File: config.mk
export PLATFORM = sky130hd
export DESIGN_NAME = conio_regs
export DESIGN_NICKNAME = d
export VERILOG_FILES = /design/src/rtl/conio_pkg.sv /design/src/rtl/conio_ctrl.sv /design/src/rtl/conio_dp.sv /design/src/rtl/conio_regs.sv
export SDC_FILE = /design/constraint.sdc
export NUM_CORES = 1
export LEC_CHECK = 0
export ABC_AREA = 1
export CAP_MARGIN = 0
export CORE_ASPECT_RATIO = 1.5
export CORE_UTILIZATION = 40
export CTS_BUF_LIST = sky130_fd_sc_hd__clkbuf_4 sky130_fd_sc_hd__clkbuf_8
export DETAILED_ROUTE_END_ITERATION = 8
export PLACE_DENSITY = 0.77
export SETUP_SLACK_MARGIN = 0.3
export SLEW_MARGIN = 20
export SYNTH_ARGS = -nofsm -noshare
export SYNTH_HDL_FRONTEND = slang
export SYNTH_SLANG_ARGS = --single-unit
export TNS_END_PERCENT = 20
File: constraint.sdc
create_clock -name clk -period 1.4 [get_ports clk]
set_input_delay 0.14 -clock clk [delete_from_list [all_inputs] [get_ports clk]]
set_output_delay 0.14 -clock clk [all_outputs]
set_load 0.05 [all_outputs]
File: src/rtl/conio_pkg.sv
package conio_pkg;

  typedef enum logic [2:0] {
    SEL_NONE,
    SEL_KSTAT,
    SEL_KDATA,
    SEL_DSTAT,
    SEL_CTRL
  } rdSel_e;

  typedef struct packed {
    logic   kbdDataRd;
    logic   dispDataWr;
    logic   ctrlWr;
    rdSel_e rdSel;
  } ctrlStrobe_t;

endpackage

File: src/rtl/conio_ctrl.sv
module conio_ctrl
  import conio_pkg::*;
#(
  parameter int ADDR_W = 16,
  parameter logic [ADDR_W-1:0] PAGE_BASE  = 16'hFE00,
  parameter logic [ADDR_W-1:0] KSTAT_ADDR = 16'hFE00,
  parameter logic [ADDR_W-1:0] KDATA_ADDR = 16'hFE02,
  parameter logic [ADDR_W-1:0] DSTAT_ADDR = 16'hFE04,
  parameter logic [ADDR_W-1:0] DDATA_ADDR = 16'hFE06,
  parameter logic [ADDR_W-1:0] CTRL_ADDR  = 16'hFFFE
) (
  input  logic [ADDR_W-1:0] busAddr,
  input  logic              busWe,
  input  logic              busRe,
  output logic              devHit,
  output ctrlStrobe_t       strb
);

  always_comb begin
    devHit = (busAddr >= PAGE_BASE);

    strb.kbdDataRd  = busRe && (busAddr == KDATA_ADDR);
    strb.dispDataWr = busWe && (busAddr == DDATA_ADDR);
    strb.ctrlWr     = busWe && (busAddr == CTRL_ADDR);

    strb.rdSel = SEL_NONE;
    if (busRe) begin
      if      (busAddr == KSTAT_ADDR) strb.rdSel = SEL_KSTAT;
      else if (busAddr == KDATA_ADDR) strb.rdSel = SEL_KDATA;
      else if (busAddr == DSTAT_ADDR) strb.rdSel = SEL_DSTAT;
      else if (busAddr == CTRL_ADDR)  strb.rdSel = SEL_CTRL;
    end
  end

endmodule

File: src/rtl/conio_dp.sv
module conio_dp
  import conio_pkg::*;
#(
  parameter int DATA_W = 16,
  parameter int CHAR_W = 8,
  parameter logic [DATA_W-1:0] CTRL_RESET = 16'h8000
) (
  input  logic              clk,
  input  logic              rst_n,
  input  ctrlStrobe_t       strb,
  input  logic [DATA_W-1:0] busWdata,
  output logic [DATA_W-1:0] busRdata,
  input  logic              kbdStrobe,
  input  logic [CHAR_W-1:0] kbdByte,
  input  logic              dispDone,
  output logic [CHAR_W-1:0] dispByte,
  output logic              dispStrobe,
  output logic              clkEnable,
  output logic              kbdReady,
  output logic              dispReady
);

  localparam int FLAG_BIT = DATA_W - 1;
  localparam int PAD_W    = DATA_W - CHAR_W;

  logic [CHAR_W-1:0] kbdChar;
  logic [DATA_W-1:0] ctrlWord;
  logic [DATA_W-1:0] kStatWord;
  logic [DATA_W-1:0] dStatWord;

  // Status words: flag in the top bit, every other bit tied low.
  genvar gi;
  generate
    for (gi = 0; gi < DATA_W; gi++) begin : g_stat
      if (gi == FLAG_BIT) begin : g_flag
        assign kStatWord[gi] = kbdReady;
        assign dStatWord[gi] = dispReady;
      end else begin : g_zero
        assign kStatWord[gi] = 1'b0;
        assign dStatWord[gi] = 1'b0;
      end
    end
  endgenerate

  always_ff @(posedge clk) begin
    if (!rst_n) begin
      kbdReady <= 1'b0;
      kbdChar  <= '0;
    end else if (kbdStrobe) begin
      kbdReady <= 1'b1;
      kbdChar  <= kbdByte;
    end else if (strb.kbdDataRd) begin
      kbdReady <= 1'b0;
    end
  end

  always_ff @(posedge clk) begin
    if (!rst_n) begin
      dispReady  <= 1'b1;
      dispStrobe <= 1'b0;
      dispByte   <= '0;
    end else begin
      dispStrobe <= strb.dispDataWr;
      if (strb.dispDataWr) begin
        dispReady <= 1'b0;
        dispByte  <= busWdata[CHAR_W-1:0];
      end else if (dispDone) begin
        dispReady <= 1'b1;
      end
    end
  end

  always_ff @(posedge clk) begin
    if (!rst_n)           ctrlWord <= CTRL_RESET;
    else if (strb.ctrlWr) ctrlWord <= busWdata;
  end

  assign clkEnable = ctrlWord[FLAG_BIT];

  always_comb begin
    unique case (strb.rdSel)
      SEL_KSTAT: busRdata = kStatWord;
      SEL_KDATA: busRdata = {{PAD_W{1'b0}}, kbdChar};
      SEL_DSTAT: busRdata = dStatWord;
      SEL_CTRL:  busRdata = ctrlWord;
      default:   busRdata = '0;
    endcase
  end

endmodule

File: src/rtl/conio_regs.sv
module conio_regs
  import conio_pkg::*;
#(
  parameter int ADDR_W = 16,
  parameter int DATA_W = 16,
  parameter int CHAR_W = 8,
  parameter logic [ADDR_W-1:0] PAGE_BASE  = 16'hFE00,
  parameter logic [ADDR_W-1:0] KSTAT_ADDR = 16'hFE00,
  parameter logic [ADDR_W-1:0] KDATA_ADDR = 16'hFE02,
  parameter logic [ADDR_W-1:0] DSTAT_ADDR = 16'hFE04,
  parameter logic [ADDR_W-1:0] DDATA_ADDR = 16'hFE06,
  parameter logic [ADDR_W-1:0] CTRL_ADDR  = 16'hFFFE
) (
  input  logic              clk,
  input  logic              rst_n,
  input  logic [ADDR_W-1:0] busAddr,
  input  logic [DATA_W-1:0] busWdata,
  input  logic              busWe,
  input  logic              busRe,
  output logic [DATA_W-1:0] busRdata,
  output logic              devHit,
  input  logic              kbdStrobe,
  input  logic [CHAR_W-1:0] kbdByte,
  output logic [CHAR_W-1:0] dispByte,
  output logic              dispStrobe,
  input  logic              dispDone,
  output logic              clkEnable
);

  localparam logic [DATA_W-1:0] CTRL_RESET = {1'b1, {(DATA_W-1){1'b0}}};

  ctrlStrobe_t strb;
  logic        kbdReady;
  logic        dispReady;

  conio_ctrl #(
    .ADDR_W(ADDR_W), .PAGE_BASE(PAGE_BASE),
    .KSTAT_ADDR(KSTAT_ADDR), .KDATA_ADDR(KDATA_ADDR),
    .DSTAT_ADDR(DSTAT_ADDR), .DDATA_ADDR(DDATA_ADDR),
    .CTRL_ADDR(CTRL_ADDR)
  ) u_ctrl (
    .busAddr(busAddr),
    .busWe(busWe),
    .busRe(busRe),
    .devHit(devHit),
    .strb(strb)
  );

  conio_dp #(
    .DATA_W(DATA_W), .CHAR_W(CHAR_W), .CTRL_RESET(CTRL_RESET)
  ) u_dp (
    .clk(clk),
    .rst_n(rst_n),
    .strb(strb),
    .busWdata(busWdata),
    .busRdata(busRdata),
    .kbdStrobe(kbdStrobe),
    .kbdByte(kbdByte),
    .dispDone(dispDone),
    .dispByte(dispByte),
    .dispStrobe(dispStrobe),
    .clkEnable(clkEnable),
    .kbdReady(kbdReady),
    .dispReady(dispReady)
  );

endmodule

; ---- Yosys cells after proc, flatten, opt, wreduce, memory -nomap -nowiden
; Index checks and enable logic that the tools add are counted.
[totals]
register_bits = 35
output_inout_bits = 27
[op_classes]
magnitude_cmp = 1
n_eq_ne = 9
n_mux = 10
reduce_logical = 5
[op_table]
columns = operator, n
row1 = equality test 16 bit (second input constant), 5
row2 = one-hot mux 16 bit (4 select lines), 1
row3 = >= comparator 16 bit (second input constant), 1
row4 = 2-to-1 mux 3 bit, 5
row5 = equality test 3 x 2 -> 1 bit (second input constant), 2
row6 = 2-to-1 mux 1 bit, 4
row7 = nonzero test 2 bit, 2
row8 = equality test 3 x 1 -> 1 bit (second input constant), 1
row9 = equality test 3 bit (second input constant), 1
row10 = logical AND 1 bit, 3

; ---- Depth between registers and ports, before layout
; Gate-level depths: netlist (run 1).
[depth]
depth_word = 8
ltp_mapped = 8
ltp_nobuf = 8

; ---- Modules after synthesis
; Synthesis (run 1) repeated with hierarchy kept, for this count alone.
[unflattened]
cells_unflattened = 246
area_unflattened_um2 = 1667.8
[modules_own_cells]
columns = mod, n_inst, cells_per_inst, area_each_um2, seq_area_each_um2
row1 = conio_dp, 1, 200, 1457.6, 700.7
row2 = conio_ctrl, 1, 46, 210.2, 0.0

; ---- Worst setup path before layout (run 1)
; OpenSTA, ideal clock, no wires.
[synth_timing]
path_kind = input port to output port
start = input busRe
end = output busRdata[10]
t_arrival_ns = 1.525
required_time_ns = 1.260
slack_ns = -0.265
path_stages = 4
path_buffers = 1
cell_sequence = clkbuf_1 a21boi_2 nand3_2 nor2_1
[synth_between]
elab_chain_cells = 3
elab_cells_between_ends = 6
cone_classes = eq/ne: 4 / mux: 2
[synth_rtl]
columns = element, line_no
row1 = "start, declared", conio_regs.sv:19  ; input logic busRe,
row2 = 2-to-1 mux 3 bit (*), conio_ctrl.sv:27  ; if (busRe) begin
row3 = equality test 3 bit (tied with other cells), conio_dp.sv:81  ; unique case (strb.rdSel)
row4 = one-hot mux 16 bit (4 select lines) (*), conio_dp.sv:81
row5 = "end, declared", conio_regs.sv:20  ; output logic [DATA_W-1:0] busRdata,
; Every way passes the cells marked *; elsewhere a longest branch is shown, timed or not.

; ---- Final worst setup path (run 1)
[layout_timing]
start = input busAddr[1]
end = output busRdata[15]
[layout_between]
elab_chain_cells = 8
elab_cells_between_ends = 14
cone_classes = eq/ne: 8 / mux: 6
[layout_rtl]
columns = element, line_no
row1 = "start, declared", conio_regs.sv:16  ; input logic [ADDR_W-1:0] busAddr,
row2 = equality test 16 bit, conio_ctrl.sv:31  ; else if (busAddr == CTRL_ADDR) strb.rdSel = SEL_CTRL;
row3 = 2-to-1 mux 3 bit, conio_ctrl.sv:31
row4 = 2-to-1 mux 3 bit, conio_ctrl.sv:30  ; else if (busAddr == DSTAT_ADDR) strb.rdSel = SEL_DSTAT;
row5 = 2-to-1 mux 3 bit, conio_ctrl.sv:29  ; else if (busAddr == KDATA_ADDR) strb.rdSel = SEL_KDATA;
row6 = 2-to-1 mux 3 bit (*), conio_ctrl.sv:28  ; if (busAddr == KSTAT_ADDR) strb.rdSel = SEL_KSTAT;
row7 = 2-to-1 mux 3 bit (*), conio_ctrl.sv:27
row8 = equality test 3 bit (tied with other cells), conio_dp.sv:81
row9 = one-hot mux 16 bit (4 select lines) (*), conio_dp.sv:81
; Marked as above.

==> results of run 1 <==
## power breakdown
group,switching (W),internal [W]
clock network,0.000391,0.000355
logic,0.000155,0.000169
registers,0.00000822,0.00101
## area by class of cell
type	instances	area (um2)
fillers	240	752
well taps	45	56.3
clock inverters	3	23.8
clock buffers	5	68.8
multi-input cells	181	1170
repair buffers	102	1090
flip-flops and latches	35	701
inverters	20	95.1
## kinds of logic (layout without fill, tap and decap cells)
| family | after synthesis | count (layout) | synth area share |
|---|---|---|---|
| flops | 35 | 35 | 0.424 |
| buf+inv | 29 | 130 | 0.0704 |
| compound gates | 48 | 48 | 0.149 |
| simple gates | 133 | 133 | 0.357 |
## repair_timing
item                                    in CTS  in global routing
endpoints found under the setup margin      44                 40
setup buffers                                7                  2
resized for setup                          103                 28
pin swaps                                   32                 20
## synth_stat cells (2+ instances only)
cell | instances | area share
nor2_4 | 3 | 0.020
o21ai_0 | 22 | 0.067
nand3_1 | 11 | 0.033
nand3_2 | 2 | 0.012
nand2_1 | 35 | 0.079
dfxtp_1 | 35 | 0.42
inv_2 | 2 | 0.0045
nor2_1 | 67 | 0.15
buf_2 | 3 | 0.0091
clkbuf_1 | 5 | 0.011
inv_1 | 17 | 0.039
nand4_1 | 9 | 0.034
a21oi_1 | 16 | 0.048
nor3_1 | 3 | 0.0091
o21ai_1 | 9 | 0.027
## registers in the layout, summed over array words and instances, names as in the netlist
name,flops
u_dp.dispStrobe,1
u_dp.dispReady,1
u_dp.kbdReady,1
u_dp.ctrlWord,16
u_dp.dispByte,8
u_dp.kbdChar,8
## worst register-to-register path: cells and delay by family (launching register included)
kind	cells	cell delay, ns
and+or+nand+nor	2	0.27
DFF	1	0.32
## per-layer routing
metal	vias to the layer above	wire length [um]	global-route usage
met4	0	186	0.138
li1	1004	-	-
met3	15	230	0.0506
met5	-	0	0
met2	64	3200	0.478
met1	938	2010	0.248
## layout by cell type, fill, tap and decap left out, types with 2 or more instances in the layout
master / synthesis / routed
nand4_1: 9 / 9
o21ai_2: 0 / 15
nand3_2: 2 / 2
clkinvlp_4: 0 / 2
nor3_1: 3 / 2
nand2_1: 35 / 16
nand3_4: 0 / 3
nor2_2: 0 / 2
nor2_4: 3 / 17
a21oi_1: 16 / 16
nand2_4: 0 / 8
o21ai_0: 22 / 15
clkdlybuf4s50_1: 0 / 27
clkbuf_8: 0 / 5
nor2_1: 67 / 51
dfxtp_1: 35 / 35
buf_4: 1 / 30
inv_1: 17 / 11
buf_6: 0 / 8
inv_6: 0 / 2
nand2_2: 1 / 11
buf_12: 0 / 20
inv_2: 2 / 5
dlygate4sd2_1: 0 / 2
buf_2: 3 / 14
nand3_1: 11 / 8
## worst max-delay path by stage
stage,end,slack [ns],cells past startpoint
2_1_floorplan,busRdata[10],0.12,6
3_3_place_gp,busRdata[5],-0.55,11
3_5_place_dp,u_dp.ctrlWord[0],-0.58,10
4_1_cts,busRdata[14],-0.10,9
5_1_grt,busRdata[8],-0.17,9
6_report,busRdata[15],-0.11,11
## metrics by stage
step	setup TNS, ns	hold slack (ns)	worst slack [ns]	instance area, um2
after floorplan	0	0.275	0.123	1820
after global routing	-2.14	0.367	-0.172	3210
final	-1.17	0.337	-0.105	3210
after detailed placement	-20.76	0.464	-0.578	2890
after CTS	-1.12	0.232	-0.105	3100
after global placement	-19.63	0.450	-0.547	2890
==> results.ini, run 1 <==
[cts]
clk_path_buf_depth = 2
clk_latency_ns = 0.29
cts_max_level = 2
cts_tree = built
clock-sinks = 35
clkTransAtPathRegs_ns = 0.07
ctsRootBufferMaster = clkbuf_8
cts_made_buffers = 5
cts_hold_buf = 0

[sta]
setup_viol = 16
rsz0062_at_grt = yes
fmax_mhz = 664
hold_viol_final = 0
fin_crit_ns = 1.51
maxSlewHeadroom = 0.767
fin_crit_sh = 1.08
slew_viol_final = 0
finalClockSkew_ns = 0
worst_pin_slew_ns = 0.347
finalWorstSetupSlack_ns = -0.105

[power_and_ir_drop]
powerDensity_nw_per_um2 = 652
p_leak_nw = 1.30
total_power_w = 0.00209
ir_worst_vdd_v = 0.000809

[worst_setup_path]
reg2reg_depth = 2
cp-startpoint = busAddr[1]
startpoint_type = input pin
r2r-end = u_dp.dispReady
r2r_start = u_dp.dispReady
crit_path_cell_trace = buf_6, buf_6, nor2_2, nand2_2, nor2_4, buf_4, nand2_1, nand2_1, nand4_1, nand3_2, buf_12
crit_path_max_fanout = 2
cp_slowest_cell = nor2_2
path_buf_inv = 4
cp-end-kind = output pin
required_ns = 1.26
crit_type = input pin to output pin
r2r_slack_ns = 0.71
cp_data_arrival_time_ns = 1.37
slowest_delay_ns = 0.15
critPathTopFamily = simple AND/OR/NAND/NOR gates

[detailed_routing]
antenna_left = 0
wire_per_inst_um = 14.4
drcViolationCount = 0
wirelength_mm = 5.63
vias = 2021
via_per_inst = 5.17
drt_iter0_markers = 40
first_pass_iters = 5

[place]
gp_congestion = 0.844
dp_cells = 374
numPortBuffers = 72
dp_hpwl_mm = 3.86

[logic_synthesis]
synth_warnings = 0
syn_avg_cell_area_um2 = 6.75
synthArstFlopShare = 0
synth.yosys.seq_area_share = 0.424
synthFlopType = dfxtp_1
ys_types = 21
syn-num-nets = 291
syn-cell-area_um2 = 1650
synth_edf_count = 0
synth_cells = 245
synth-seq-cells = 35

[global_routing]
grt_util_all_layers = 0.256
antenna_found_initial = 0
first_global_vias = 1940
grt_pass1_wl_mm = 8.10
grt_start_max_net_pins = 24
grt_overflow = 0

[floorplan]
die_h_um = 80.7
rows = 28
die_area_um2 = 4400
start_util = 0.418
coreArea_um2 = 3960
die_w_um = 54.5
io_pins = 73

[min_path]
hold_path_depth = 5
whs_endpoint = u_dp.dispStrobe
hold_start = busAddr[3]
hold_class = input pin to flip-flop

[cells_and_area]
final_nets = 391
diodes = 0
drive_gt1_frac = 0.439
final_cells = 391
finalCoreUtilization = 0.810
area_growth_pct = 94.0

[status]
status = finished, violations left
violations = setup timing

[run]
max-cap-violations = 0

No activity file was read; power rests on OpenSTA's default activity.
==> run 2, diff against run 1 <==
- CORE_ASPECT_RATIO: 1.5 -> 1.4
==> run 2 against run 1 <==
Compared with the run above:
- the flow still finishes with violations (setup timing)
- sequential cell count is the same
- clock skew is the same
- power grew 7.8%
- maximum frequency shrank 0.21%
- critical endpoint is now busRdata[6]
- largest power group unchanged
==> results.ini, run 2 (synthesis gave the netlist of run 1 again) <==
[global_routing]
grt_util_all_layers = 0.259
first_global_vias = 2070
grt_start_max_net_pins = 22
grt_pass1_wl_mm = 8.89
antenna_found_initial = 0
grt_overflow = 0

[cells_and_area]
regMostFlops = u_dp.ctrlWord
top_regs = u_dp.ctrlWord (16), u_dp.dispByte (8), u_dp.kbdChar (8)
largest_register_ffs = 16
drive_gt1_frac = 0.411
final_cell_mix = nor2_1, dfxtp_1, buf_4
diodes = 0
area_growth_pct = 93.3
finalCoreUtilization = 0.808
design_area_um2 = 3200
layout_commonest_cell = nor2_1
final_nets = 388

[place]
dp_slack_ns = -0.605
numPortBuffers = 72
dp_hpwl_mm = 4.00
gp_congestion = 0.802
placed_cell_area_um2 = 2880

[worst_setup_path]
cp-end-kind = output pin
required_ns = 1.26
cp_data_arrival_time_ns = 1.37
crit_path_max_fanout = 5
crit_type = input pin to output pin
startpoint_type = input pin

[detailed_routing]
drcViolationCount = 0
wire_per_inst_um = 14.2
first_pass_iters = 5
antenna_left = 0
via_per_inst = 5.14
drt_iter0_markers = 90
vias = 1984
wirelength_mm = 5.49

[sta]
fin_crit_sh = 1.08
fin_crit_ns = 1.51
setup_viol = 15
maxSlewHeadroom = 0.776
fmax_mhz = 663
rsz0062_at_grt = yes
finalSetupTns_ns = -0.870
hold_viol_final = 0
slew_viol_final = 0
finalClockSkew_ns = 0
worst_pin_slew_ns = 0.334
finalWorstSetupSlack_ns = -0.108

[min_path]
hold_class = input pin to flip-flop

[cts]
clk_latency_ns = 0.29
cts_made_buffers = 5
cts_max_level = 2
cts_tree = built
ctsRootBufferMaster = clkbuf_8
clock-sinks = 35
clkTransAtPathRegs_ns = 0.07
clk_path_buf_depth = 2

[floorplan]
io_pins = 73
die_h_um = 78.1
rows = 27
coreArea_um2 = 3950
start_util = 0.418
die_w_um = 56.3
die_area_um2 = 4400

[status]
status = finished, violations left
violations = setup timing

[power_and_ir_drop]
ir_worst_vdd_v = 0.000963
p_leak_nw = 1.32
powerDensity_nw_per_um2 = 706

[run]
max-cap-violations = 0

## run 2: cell count changes in the layout (fill, tap and decap cells not counted), moves of 2 or more
cell | previous run | this run
clkinvlp_4 | 2 | 0
nor2_1 | 51 | 49
o21ai_1 | 1 | 18
nor2_2 | 2 | 4
nand2_4 | 8 | 11
buf_2 | 14 | 8
clkinv_4 | 0 | 2
o21ai_0 | 15 | 10
buf_6 | 8 | 10
o21ai_2 | 15 | 3
## run 2: metrics by stage
step                hold slack [ns]  total power, W  instances
global route                  0.356         0.00234        386
floorplan                     0.275         0.00114        245
global placement              0.450         0.00133        371
detailed placement            0.460         0.00133        371
finish                        0.343         0.00225        386
CTS                           0.359         0.00223        384
## run 2: path summary, 6_finish.rpt
check,start,to,slack [ns],cells past startpoint
max,busAddr[2],busRdata[6],-0.11,9
min,busAddr[0],u_dp.dispStrobe,0.34,5
max reg2reg,u_dp.kbdChar[5],u_dp.kbdChar[5],0.73,2
min reg2reg,u_dp.kbdReady,u_dp.kbdReady,0.47,2
## run 2: layout make-up
class,count,area [um2]
Inverter,20,100
Fill cell,266,757
Tap cell,43,53.8
Clock inverter,3,43.8
Sequential cell,35,701
Timing Repair Buffer,99,1090
Clock buffer,5,68.8
Multi-Input combinational cell,181,1140
## run 2: timing repair
item | CTS | global route
setup buffers | 5 | 2
setup endpoints to repair | 44 | 41
pin swaps | 24 | 8
gates resized for setup | 99 | 35
hold buffers | 0 | 0
hold endpoints to repair | 0 | 0
## run 2: critical path, stage by stage
cell and delay (ns):
buf_2 0.13, nor2_2 0.20, nand2_1 0.14, nor2_4 0.14
a21boi_4 0.08, buf_4 0.17, nand4_1 0.15, nand2_4 0.07
buf_12 0.14
## run 2: metal layers
metal | global-route usage | wire [um] | up-vias
li1 | - | - | 996
met1 | 0.241 | 1890 | 915
met2 | 0.523 | 3250 | 61
met3 | 0.0511 | 191 | 12
met4 | 0.120 | 158 | 0
met5 | 0 | 0 | -
## run 2: power by group
part           leakage, nW  internal (W)  switching, W
Combinational        0.973      0.000178      0.000150
Sequential           0.284       0.00101    0.00000988
Clock               0.0581      0.000530      0.000375
Total                 1.32       0.00172      0.000535
